<file path="config.mk">
export PLATFORM = sky130hd
export DESIGN_NAME = exc_entry
export DESIGN_NICKNAME = d
export VERILOG_FILES = /design/src/rtl/exc_pkg.sv /design/src/rtl/exc_route.sv /design/src/rtl/exc_retaddr.sv /design/src/rtl/exc_status_upd.sv /design/src/rtl/exc_entry.sv
export SDC_FILE = /design/constraint.sdc
export NUM_CORES = 1
export LEC_CHECK = 0
export BUFFER_PORTS_ARGS = -buffer_cell sky130_fd_sc_hd__buf_2
export CORE_ASPECT_RATIO = 1.75
export CORE_MARGIN = 2
export CORE_UTILIZATION = 33
export DETAILED_ROUTE_END_ITERATION = 8
export HOLD_SLACK_MARGIN = 0.02
export SLEW_MARGIN = 30
export SYNTH_ARGS = -nofsm -noshare
export SYNTH_HDL_FRONTEND = slang
export SYNTH_HIERARCHICAL = 1
export SYNTH_SLANG_ARGS = --single-unit
</file>
<file path="constraint.sdc">
create_clock -name clk -period 2.7 [get_ports clk]
set_clock_uncertainty 0.1 [all_clocks]
set_input_delay 0.27 -clock clk [delete_from_list [all_inputs] [get_ports clk]]
set_output_delay 0.27 -clock clk [all_outputs]
set_load 0.01 [all_outputs]
</file>
<file path="src/rtl/exc_pkg.sv">
// Package: shared cause codes and bit positions for the exception entry block.
// Assumes a 32-bit status register; positions chosen so saved copies sit one bit above.
package exc_pkg;

    typedef enum logic [1:0] {
        CAUSE_MMU   = 2'd0,
        CAUSE_IRQ   = 2'd1,
        CAUSE_SWBRK = 2'd2,
        CAUSE_HWBRK = 2'd3
    } cause_e;

    // status register bit positions
    localparam int ST_IE  = 1;
    localparam int ST_BIP = 3;
    localparam int ST_EIP = 9;
    localparam int ST_UM  = 11;
    localparam int ST_VM  = 13;

    // mode bits preserved on entry; each saved copy sits at position + 1
    localparam int N_MODE = 2;
    localparam int MODE_POS [N_MODE] = '{ST_UM, ST_VM};

    // fault status fields
    localparam int FS_STORE_BIT = 10;
    localparam int FS_DSLOT_BIT = 12;
    localparam int FS_CODE_W    = 5;
    localparam logic [FS_CODE_W-1:0] FS_PROT_BASE = 5'd16;
    localparam logic [FS_CODE_W-1:0] FS_MISS_BASE = 5'd18;

endpackage

</file>
<file path="src/rtl/exc_route.sv">
// Module: exc_route
// Picks vector, link register and acceptance per cause. Purely combinational.
// Assumes the status bits come from the current registered status value.
module exc_route
    import exc_pkg::*;
#(
    parameter int XLEN      = 32,
    parameter int RIDX_W    = 5,
    parameter logic [XLEN-1:0] VEC_MMU = 32'h20,
    parameter logic [XLEN-1:0] VEC_IRQ = 32'h10,
    parameter logic [XLEN-1:0] VEC_HWB = 32'h18,
    parameter logic [RIDX_W-1:0] LNK_MMU = 5'd17,
    parameter logic [RIDX_W-1:0] LNK_IRQ = 5'd14,
    parameter logic [RIDX_W-1:0] LNK_HWB = 5'd16
) (
    input  cause_e            cause,
    input  logic [XLEN-1:0]   btarget,
    input  logic              st_ie,
    input  logic              st_bip,
    input  logic              st_eip,
    input  logic              in_dslot,
    output logic              eligible,
    output logic              nested_fault,
    output logic [XLEN-1:0]   vector,
    output logic              lnk_we,
    output logic [RIDX_W-1:0] lnk_idx
);

    // Per-cause selection of target, link register and gating.
    always_comb begin
        eligible     = 1'b0;
        nested_fault = 1'b0;
        vector       = '0;
        lnk_we       = 1'b0;
        lnk_idx      = '0;
        unique case (cause)
            CAUSE_MMU: begin
                eligible     = !st_eip;
                nested_fault = st_eip;
                vector       = VEC_MMU;
                lnk_we       = 1'b1;
                lnk_idx      = LNK_MMU;
            end
            CAUSE_IRQ: begin
                eligible = st_ie && !st_bip && !st_eip && !in_dslot;
                vector   = VEC_IRQ;
                lnk_we   = 1'b1;
                lnk_idx  = LNK_IRQ;
            end
            CAUSE_SWBRK: begin
                eligible = 1'b1;
                vector   = btarget;
            end
            CAUSE_HWBRK: begin
                eligible = 1'b1;
                vector   = VEC_HWB;
                lnk_we   = 1'b1;
                lnk_idx  = LNK_HWB;
            end
            default: ;
        endcase
    end

endmodule

</file>
<file path="src/rtl/exc_retaddr.sv">
// Module: exc_retaddr
// Computes the return address so an interrupted branch/prefix sequence re-executes.
// Assumes fixed-size instructions of INSN_BYTES; rewind applies to faults only.
module exc_retaddr #(
    parameter int XLEN       = 32,
    parameter int INSN_BYTES = 4
) (
    input  logic            is_fault,
    input  logic [XLEN-1:0] pc,
    input  logic            in_dslot,
    input  logic            after_imm,
    input  logic            branch_imm,
    output logic [XLEN-1:0] ret_addr
);

    localparam logic [XLEN-1:0] ONE_STEP = XLEN'(INSN_BYTES);
    localparam logic [XLEN-1:0] TWO_STEP = XLEN'(2 * INSN_BYTES);

    logic [XLEN-1:0] rewind;

    // Rewind distance by pipeline state.
    always_comb begin
        rewind = '0;
        if (is_fault) begin
            if (in_dslot)
                rewind = branch_imm ? TWO_STEP : ONE_STEP;
            else if (after_imm)
                rewind = ONE_STEP;
        end
    end

    // Apply the rewind.
    assign ret_addr = pc - rewind;

endmodule

</file>
<file path="src/rtl/exc_status_upd.sv">
// Module: exc_status_upd
// Builds the next status value and the fault status word for an entry.
// Assumes MODE_POS entries leave room for a saved copy one position higher.
module exc_status_upd
    import exc_pkg::*;
#(
    parameter int ST_W = 32,
    parameter int FS_W = 32
) (
    input  cause_e          cause,
    input  logic [ST_W-1:0] st_cur,
    input  logic            is_miss,
    input  logic            on_fetch,
    input  logic            on_store,
    input  logic            in_dslot,
    output logic [ST_W-1:0] st_next,
    output logic [FS_W-1:0] fs_next
);

    logic [ST_W-1:0] st_saved;

    // Shift each mode bit into its saved slot and clear the live bit.
    always_comb begin
        st_saved = st_cur;
        for (int k = 0; k < N_MODE; k++) begin
            st_saved[MODE_POS[k] + 1] = st_cur[MODE_POS[k]];
            st_saved[MODE_POS[k]]     = 1'b0;
        end
    end

    // Cause-specific enable and in-progress bits.
    always_comb begin
        st_next = st_saved;
        unique case (cause)
            CAUSE_MMU:   st_next[ST_EIP] = 1'b1;
            CAUSE_IRQ:   st_next[ST_IE]  = 1'b0;
            CAUSE_SWBRK: st_next[ST_BIP] = 1'b1;
            CAUSE_HWBRK: st_next[ST_BIP] = 1'b1;
            default: ;
        endcase
    end

    // Fault status word: base code plus fetch, store and delay-slot marks.
    always_comb begin
        fs_next = '0;
        fs_next[FS_CODE_W-1:0] = (is_miss ? FS_MISS_BASE : FS_PROT_BASE)
                                 + {{(FS_CODE_W-1){1'b0}}, on_fetch};
        fs_next[FS_STORE_BIT]  = on_store;
        fs_next[FS_DSLOT_BIT]  = in_dslot;
    end

endmodule

</file>
<file path="src/rtl/exc_entry.sv">
// Module: exc_entry (top)
// Commits an exception entry on one clock edge: new PC, return-address write,
// status save, fault status/address/branch-target capture, nested-fault error.
// Assumes req_* fields are valid only while req_valid is high; synchronous active-low reset.
module exc_entry
    import exc_pkg::*;
#(
    parameter int XLEN       = 32,
    parameter int RIDX_W     = 5,
    parameter int INSN_BYTES = 4
) (
    input  logic              clk,
    input  logic              rst_n,
    input  logic              req_valid,
    input  logic [1:0]        req_cause,
    input  logic [XLEN-1:0]   req_pc,
    input  logic [XLEN-1:0]   req_btarget,
    input  logic              req_in_dslot,
    input  logic              req_after_imm,
    input  logic              req_branch_imm,
    input  logic              fault_is_miss,
    input  logic              fault_on_fetch,
    input  logic              fault_on_store,
    input  logic [XLEN-1:0]   fault_addr,
    input  logic              msr_wr_en,
    input  logic [XLEN-1:0]   msr_wr_data,
    output logic              exc_taken,
    output logic [XLEN-1:0]   exc_new_pc,
    output logic              link_we,
    output logic [RIDX_W-1:0] link_idx,
    output logic [XLEN-1:0]   link_data,
    output logic              clr_iflags,
    output logic [XLEN-1:0]   msr,
    output logic [XLEN-1:0]   esr,
    output logic [XLEN-1:0]   ear,
    output logic [XLEN-1:0]   btr,
    output logic              fatal_err
);

    cause_e            cause;
    logic              eligible;
    logic              nested_fault;
    logic [XLEN-1:0]   vector;
    logic              r_lnk_we;
    logic [RIDX_W-1:0] r_lnk_idx;
    logic [XLEN-1:0]   ret_addr;
    logic [XLEN-1:0]   st_next;
    logic [XLEN-1:0]   fs_next;
    logic              accept;
    logic              is_fault;

    assign cause    = cause_e'(req_cause);
    assign is_fault = (cause == CAUSE_MMU);

    exc_route #(
        .XLEN   (XLEN),
        .RIDX_W (RIDX_W)
    ) u_route (
        .cause        (cause),
        .btarget      (req_btarget),
        .st_ie        (msr[ST_IE]),
        .st_bip       (msr[ST_BIP]),
        .st_eip       (msr[ST_EIP]),
        .in_dslot     (req_in_dslot),
        .eligible     (eligible),
        .nested_fault (nested_fault),
        .vector       (vector),
        .lnk_we       (r_lnk_we),
        .lnk_idx      (r_lnk_idx)
    );

    exc_retaddr #(
        .XLEN       (XLEN),
        .INSN_BYTES (INSN_BYTES)
    ) u_retaddr (
        .is_fault   (is_fault),
        .pc         (req_pc),
        .in_dslot   (req_in_dslot),
        .after_imm  (req_after_imm),
        .branch_imm (req_branch_imm),
        .ret_addr   (ret_addr)
    );

    exc_status_upd #(
        .ST_W (XLEN),
        .FS_W (XLEN)
    ) u_status (
        .cause    (cause),
        .st_cur   (msr),
        .is_miss  (fault_is_miss),
        .on_fetch (fault_on_fetch),
        .on_store (fault_on_store),
        .in_dslot (req_in_dslot),
        .st_next  (st_next),
        .fs_next  (fs_next)
    );

    assign accept = req_valid && eligible;

    // Per-entry pulses: taken, link write, flag clear.
    always_ff @(posedge clk) begin
        if (!rst_n) begin
            exc_taken  <= 1'b0;
            link_we    <= 1'b0;
            clr_iflags <= 1'b0;
        end else begin
            exc_taken  <= accept;
            link_we    <= accept && r_lnk_we;
            clr_iflags <= accept && is_fault;
        end
    end

    // Entry target and return-address payload, held between entries.
    always_ff @(posedge clk) begin
        if (!rst_n) begin
            exc_new_pc <= '0;
            link_idx   <= '0;
            link_data  <= '0;
        end else if (accept) begin
            exc_new_pc <= vector;
            link_idx   <= r_lnk_idx;
            link_data  <= ret_addr;
        end
    end

    // Status register: entry update wins over the core's load.
    always_ff @(posedge clk) begin
        if (!rst_n)
            msr <= '0;
        else if (accept)
            msr <= st_next;
        else if (msr_wr_en)
            msr <= msr_wr_data;
    end

    // Fault status and fault address capture.
    always_ff @(posedge clk) begin
        if (!rst_n) begin
            esr <= '0;
            ear <= '0;
        end else if (accept && is_fault) begin
            esr <= fs_next;
            ear <= fault_addr;
        end
    end

    // Branch target capture for a fault inside a delay slot.
    always_ff @(posedge clk) begin
        if (!rst_n)
            btr <= '0;
        else if (accept && is_fault && req_in_dslot)
            btr <= req_btarget;
    end

    // Sticky nested-fault error.
    always_ff @(posedge clk) begin
        if (!rst_n)
            fatal_err <= 1'b0;
        else if (req_valid && nested_fault)
            fatal_err <= 1'b1;
    end

endmodule

</file>
# After elaboration in Yosys (flattened, before gate mapping)
# Index checks and enable logic that the tools add are counted.
dict set report classes {
  muxes 15
  n_bitwise 2
  n_reduce_logical 20
  n_eq_ne 6
  add_sub_neg 2
}
# cell count
set ops {}
lappend ops {{32-bit case mux with 4 select lines} 1}
lappend ops {{32-bit two-way mux} 2}
lappend ops {{32-bit subtractor} 1}
lappend ops {{15-bit two-way mux} 2}
lappend ops {{5-bit case mux with 3 select lines} 1}
lappend ops {{1-bit logical AND} 8}
lappend ops {{2-bit AND reduction} 4}
lappend ops {{5-bit by 1-bit adder with 5-bit output} 1}
lappend ops {{1-bit two-way mux} 5}
lappend ops {{2-bit equality test, second input constant} 2}
lappend ops {{4-bit two-way mux} 1}
lappend ops {{2-bit by 1-bit inequality test with 1-bit output, second input constant} 2}
lappend ops {{2-bit OR reduction} 2}
lappend ops {{1-bit zero test} 3}
lappend ops {{3-bit two-way mux} 1}
lappend ops {{1-bit case mux with 3 select lines} 1}
lappend ops {{3-bit OR reduction} 1}
lappend ops {{2-bit by 1-bit equality test with 1-bit output, second input constant} 1}
lappend ops {{2-bit zero test} 1}
lappend ops {{2-bit two-way mux} 1}
lappend ops {{2-bit inequality test, second input constant} 1}
lappend ops {{1-bit NOT} 2}
lappend ops {{2-bit nonzero test} 1}
dict set report word_totals {
  register_bits 176
  word_cells 61
  out_inout_bits 201
  in_bits 140
}

# Longest topological paths before layout
dict set report depth {
  depth_word 8
  depth_mapped 12
  depth_no_buf 11
}

# By module
# The synthesis kept the hierarchy.
# mod n_inst cells_each area_per_inst_um2 seq_area_each_um2
set by_module_without_submodules {}
lappend by_module_without_submodules {exc_entry 1 871 7783.7 4023.9}
lappend by_module_without_submodules {exc_retaddr 1 98 719.4 0.0}
lappend by_module_without_submodules {exc_status_upd 1 67 494.2 0.0}
lappend by_module_without_submodules {exc_route 1 54 351.6 0.0}

# Worst setup path before layout
# Ideal clock, no wire load.
dict set report synth_path {
  path_kind {input-to-reg}
  startpoint {in req_in_dslot}
  endpoint {reg link_data[28]}
  setup_ns 0.076
  arrival_time_ns 1.998
  setup_slack_ns 0.527
  path_stages 11
  path_buffers 1
  t_required_ns 2.524
  path_cell_list {mux2i_1 and2_1 ha_1 fa_1 nand2b_1 or2_2 clkbuf_1 nor4_1 xor2_1 nand2_1 a21boi_0}
}
dict set report synth_between {
  elab_cells_between_ends 7
  cone_classes {add/sub (1); mux (3); reduce/logical (3)}
}
# item line_no
set synth_lines {}
lappend synth_lines {{start: declaration} exc_entry.sv:18} ;# input logic req_in_dslot,
lappend synth_lines {{32-bit two-way mux} exc_retaddr.sv:25} ;# if (in_dslot)
lappend synth_lines {{32-bit two-way mux} exc_retaddr.sv:24} ;# if (is_fault) begin
lappend synth_lines {{32-bit subtractor} exc_retaddr.sv:33} ;# assign ret_addr = pc - rewind;
lappend synth_lines {{net ret_addr[28]} exc_entry.sv:46} ;# logic [XLEN-1:0] ret_addr;
lappend synth_lines {{end signal: assignment} exc_entry.sv:122} ;# link_data <= ret_addr;
lappend synth_lines {{end: declaration} exc_entry.sv:31} ;# output logic [XLEN-1:0] link_data,
# The timed path passes the listed nets, and every way through them passes these cells.
# A chain may end at the register's enable or synchronous reset.

# Worst setup path after layout
dict set report layout_path {
  startpoint {in req_pc[7]}
  endpoint {reg link_data[11]}
}
dict set report layout_between {
  elab_chain_len 1
}
# item line_no
set layout_lines {}
lappend layout_lines {{start: declaration} exc_entry.sv:16} ;# input logic [XLEN-1:0] req_pc,
lappend layout_lines {{32-bit subtractor} exc_retaddr.sv:33}
lappend layout_lines {{net ret_addr[11]} exc_entry.sv:46}
# The timed path passes the listed nets, and every way through them passes these cells.

==> results.txt <==
CP required - 3.03 ns
final core occ - 0.466
dpl ws - -0.0319 ns
deepest clock path buffer count - 3
register bit total from synthesis - 201
Die ar. - 0.0297 mm²
Final TNS setup - 0 ns
dominant synthesized flop cell - dfxtp_1
Core Footprint - 0.0279 mm²
Startpoint Class - primary input
setup bufs post-CTS - 0
H-tree depth - 1
clk root buf - clkbuf_16
RSZ-0062 raised after global routing - false
first-pass iteration count of the detailed router - 4
Die Wd - 131 µm
Initial Util - 0.335
global-route wire length before repair - 42,300 µm
sequential-to-total area share from yosys stat - 0.430
min-delay worst type - in -> reg
Clock transition at path regs - 0.07 ns
setup ws final - 0.221 ns
commonest non-fill, non-tap cell in the layout - nand2_1
pin count of the biggest net entering global routing - 86
Crit Path Max Fanout - 12
register share of total power - 0.450
number of nets with antenna violations after routing - 0
# rows - 81
minimum clock period - 2.48 ns
grt total ovfl - 0
Residual DRC - 0
vias in the first global route - 8,266
fmax - 403 MHz
Worst Tran Pin Value - 0.619 ns
GR Util All Layers - 0.174
Sink Count - 201
max cap viols - 0
Mapped Area - 0.00935 mm²
latest clock arrival within the worst-skew pair - 0.51 ns
WL/cell - 14.6 µm
final slew viol count - 0
Placer Congestion - 0.758
status - complete, no violations
synthesized area per cell - 8.58 µm²
DPL Wire Length - 18,300 µm
DP Area - 0.0111 mm²
worst vdd ir - 0.446 mV
total leakage power - 6.38 nW
via/cell ratio - 4.50
# setup viols final - 0
Slew headroom - 0.587
Ys Warns - 6
TritonCTS buffer count - 21
Worst Path Class, Setup - in -> reg
layout cells sized above 1 - 0.275
Final Hold Viols - 0
period utilisation layout - 0.918
Post-Syn Instances - 1,090
sw frac - 0.256
Unique masters post-synth - 50
DP Cell Count - 1,712
Total Wirelength - 27,300 µm
# port buffers - 340
Post-synth EDFFs - 0
Pint - 0.00524 W
Power per Cell Area - 542 mW/mm²
CP arrival - 2.81 ns
CP Capture Type - register
non-filler cells, final - 1,875
Initial DRC Count - 236
Via Count - 8,444
Clock power frac - 0.406
Die H - 227 µm
Nets - 1,634
initial antenna violation count - 2
share of flip-flops with an asynchronous set or reset - 0
share of power burned in combinational logic - 0.144
Area Overhead vs Synth - 38.8%
commonest cells after routing, fill and taps aside - nand2_1 (367), buf_2 (339), dfxtp_1 (201)
# IOs - 341
design area - 0.0130 mm²
CTS tree - yes
switching power - 0.00180 W
-- final timing paths --
check            startpoint              to  slack, ns  cells after the start
max               req_pc[7]   link_data[11]       0.22                      9
min            req_cause[1]      clr_iflags       0.03                      3
max reg2reg          msr[9]   link_data[11]       0.49                      6
min reg2reg  exc_new_pc[16]  exc_new_pc[16]       0.35                      2
-- cell families after synthesis --
family,count (synthesis),synth area share
flops,201,0.430
simple gates,457,0.212
buf+inv,153,0.101
other cells,2,0.000803
mux,65,0.0696
compound gates,179,0.151
fa+ha+maj,8,0.0115
xor+xnor,25,0.0234
-- worst max-delay path, cell delays in order --
cell	delay, ns
dlygate4sd3_1	0.53
buf_2	0.15
or4_4	0.51
a2111o_1	0.41
buf_4	0.21
or3_1	0.34
xnor2_1	0.15
nand2_1	0.07
a21boi_0	0.17
-- sequential cells by signal, summed over array words and instances, names as in the netlist, 5 cells and up --
signal and count:
btr 32, msr 32, esr 32, exc_new_pc 32, link_idx 5, ear 32
link_data 32
-- stage by stage --
step / hold slack (ns) / power [W]
6_report: 0.0294 / 0.00703
5_1_grt: 0.0419 / 0.00737
4_1_cts: 0.0204 / 0.00717
3_5_place_dp: 0.344 / 0.00411
3_3_place_gp: 0.338 / 0.00410
2_1_floorplan: 0.305 / 0.00381
-- cell usage after synthesis, drive strengths merged, types with 2 or more instances --
cell | n | share of area
o211a | 32 | 0.034
clkbuf | 33 | 0.013
nor4 | 10 | 0.010
or3 | 9 | 0.0066
a21oi | 4 | 0.0021
and2 | 34 | 0.023
xor2 | 22 | 0.021
xnor2 | 3 | 0.0028
nand2 | 369 | 0.15
a21boi | 134 | 0.11
conb | 2 | 0.00080
o21ai | 3 | 0.0016
nor4b | 2 | 0.0019
mux2i | 65 | 0.070
ha | 7 | 0.0094
nor2 | 11 | 0.0044
or2 | 4 | 0.0027
nor3 | 7 | 0.0048
buf | 107 | 0.083
or4 | 3 | 0.0028
inv | 13 | 0.0052
dfxtp | 201 | 0.43
-- cell type report --
type                            count  area, µm²
Antenna cell                        2       5.00
Clock buffer                       30        599
Clock inverter                      7       68.8
Fill cell                        2704      14900
Inverter                           13       48.8
Multi-Input combinational cell    764       4510
Sequential cell                   201       4020
Tap cell                          373        467
Timing Repair Buffer              485       3260
-- per-layer routing --
metal,track usage,share of wire,wire length [µm]
met1,0.183,0.38,10400
met2,0.324,0.51,14000
met3,0.0344,0.056,1540
met4,0.0982,0.050,1370
met5,0,0,0
-- timing repair --
item	CTS	global route
gates resized for setup	0	0
hold endpoints to repair	124	0
hold buffers	124	0
-- power groups by stage --
stage | logic [W] | clock network [W] | registers (W)
6_report | 0.00102 | 0.00285 | 0.00317
5_1_grt | 0.00112 | 0.00307 | 0.00318
4_1_cts | 0.00103 | 0.00298 | 0.00317
3_5_place_dp | 0.000880 | 0 | 0.00323
3_3_place_gp | 0.000871 | 0 | 0.00323
2_1_floorplan | 0.000521 | 0 | 0.00328
Note: power is estimated with default switching activity, not from simulation.
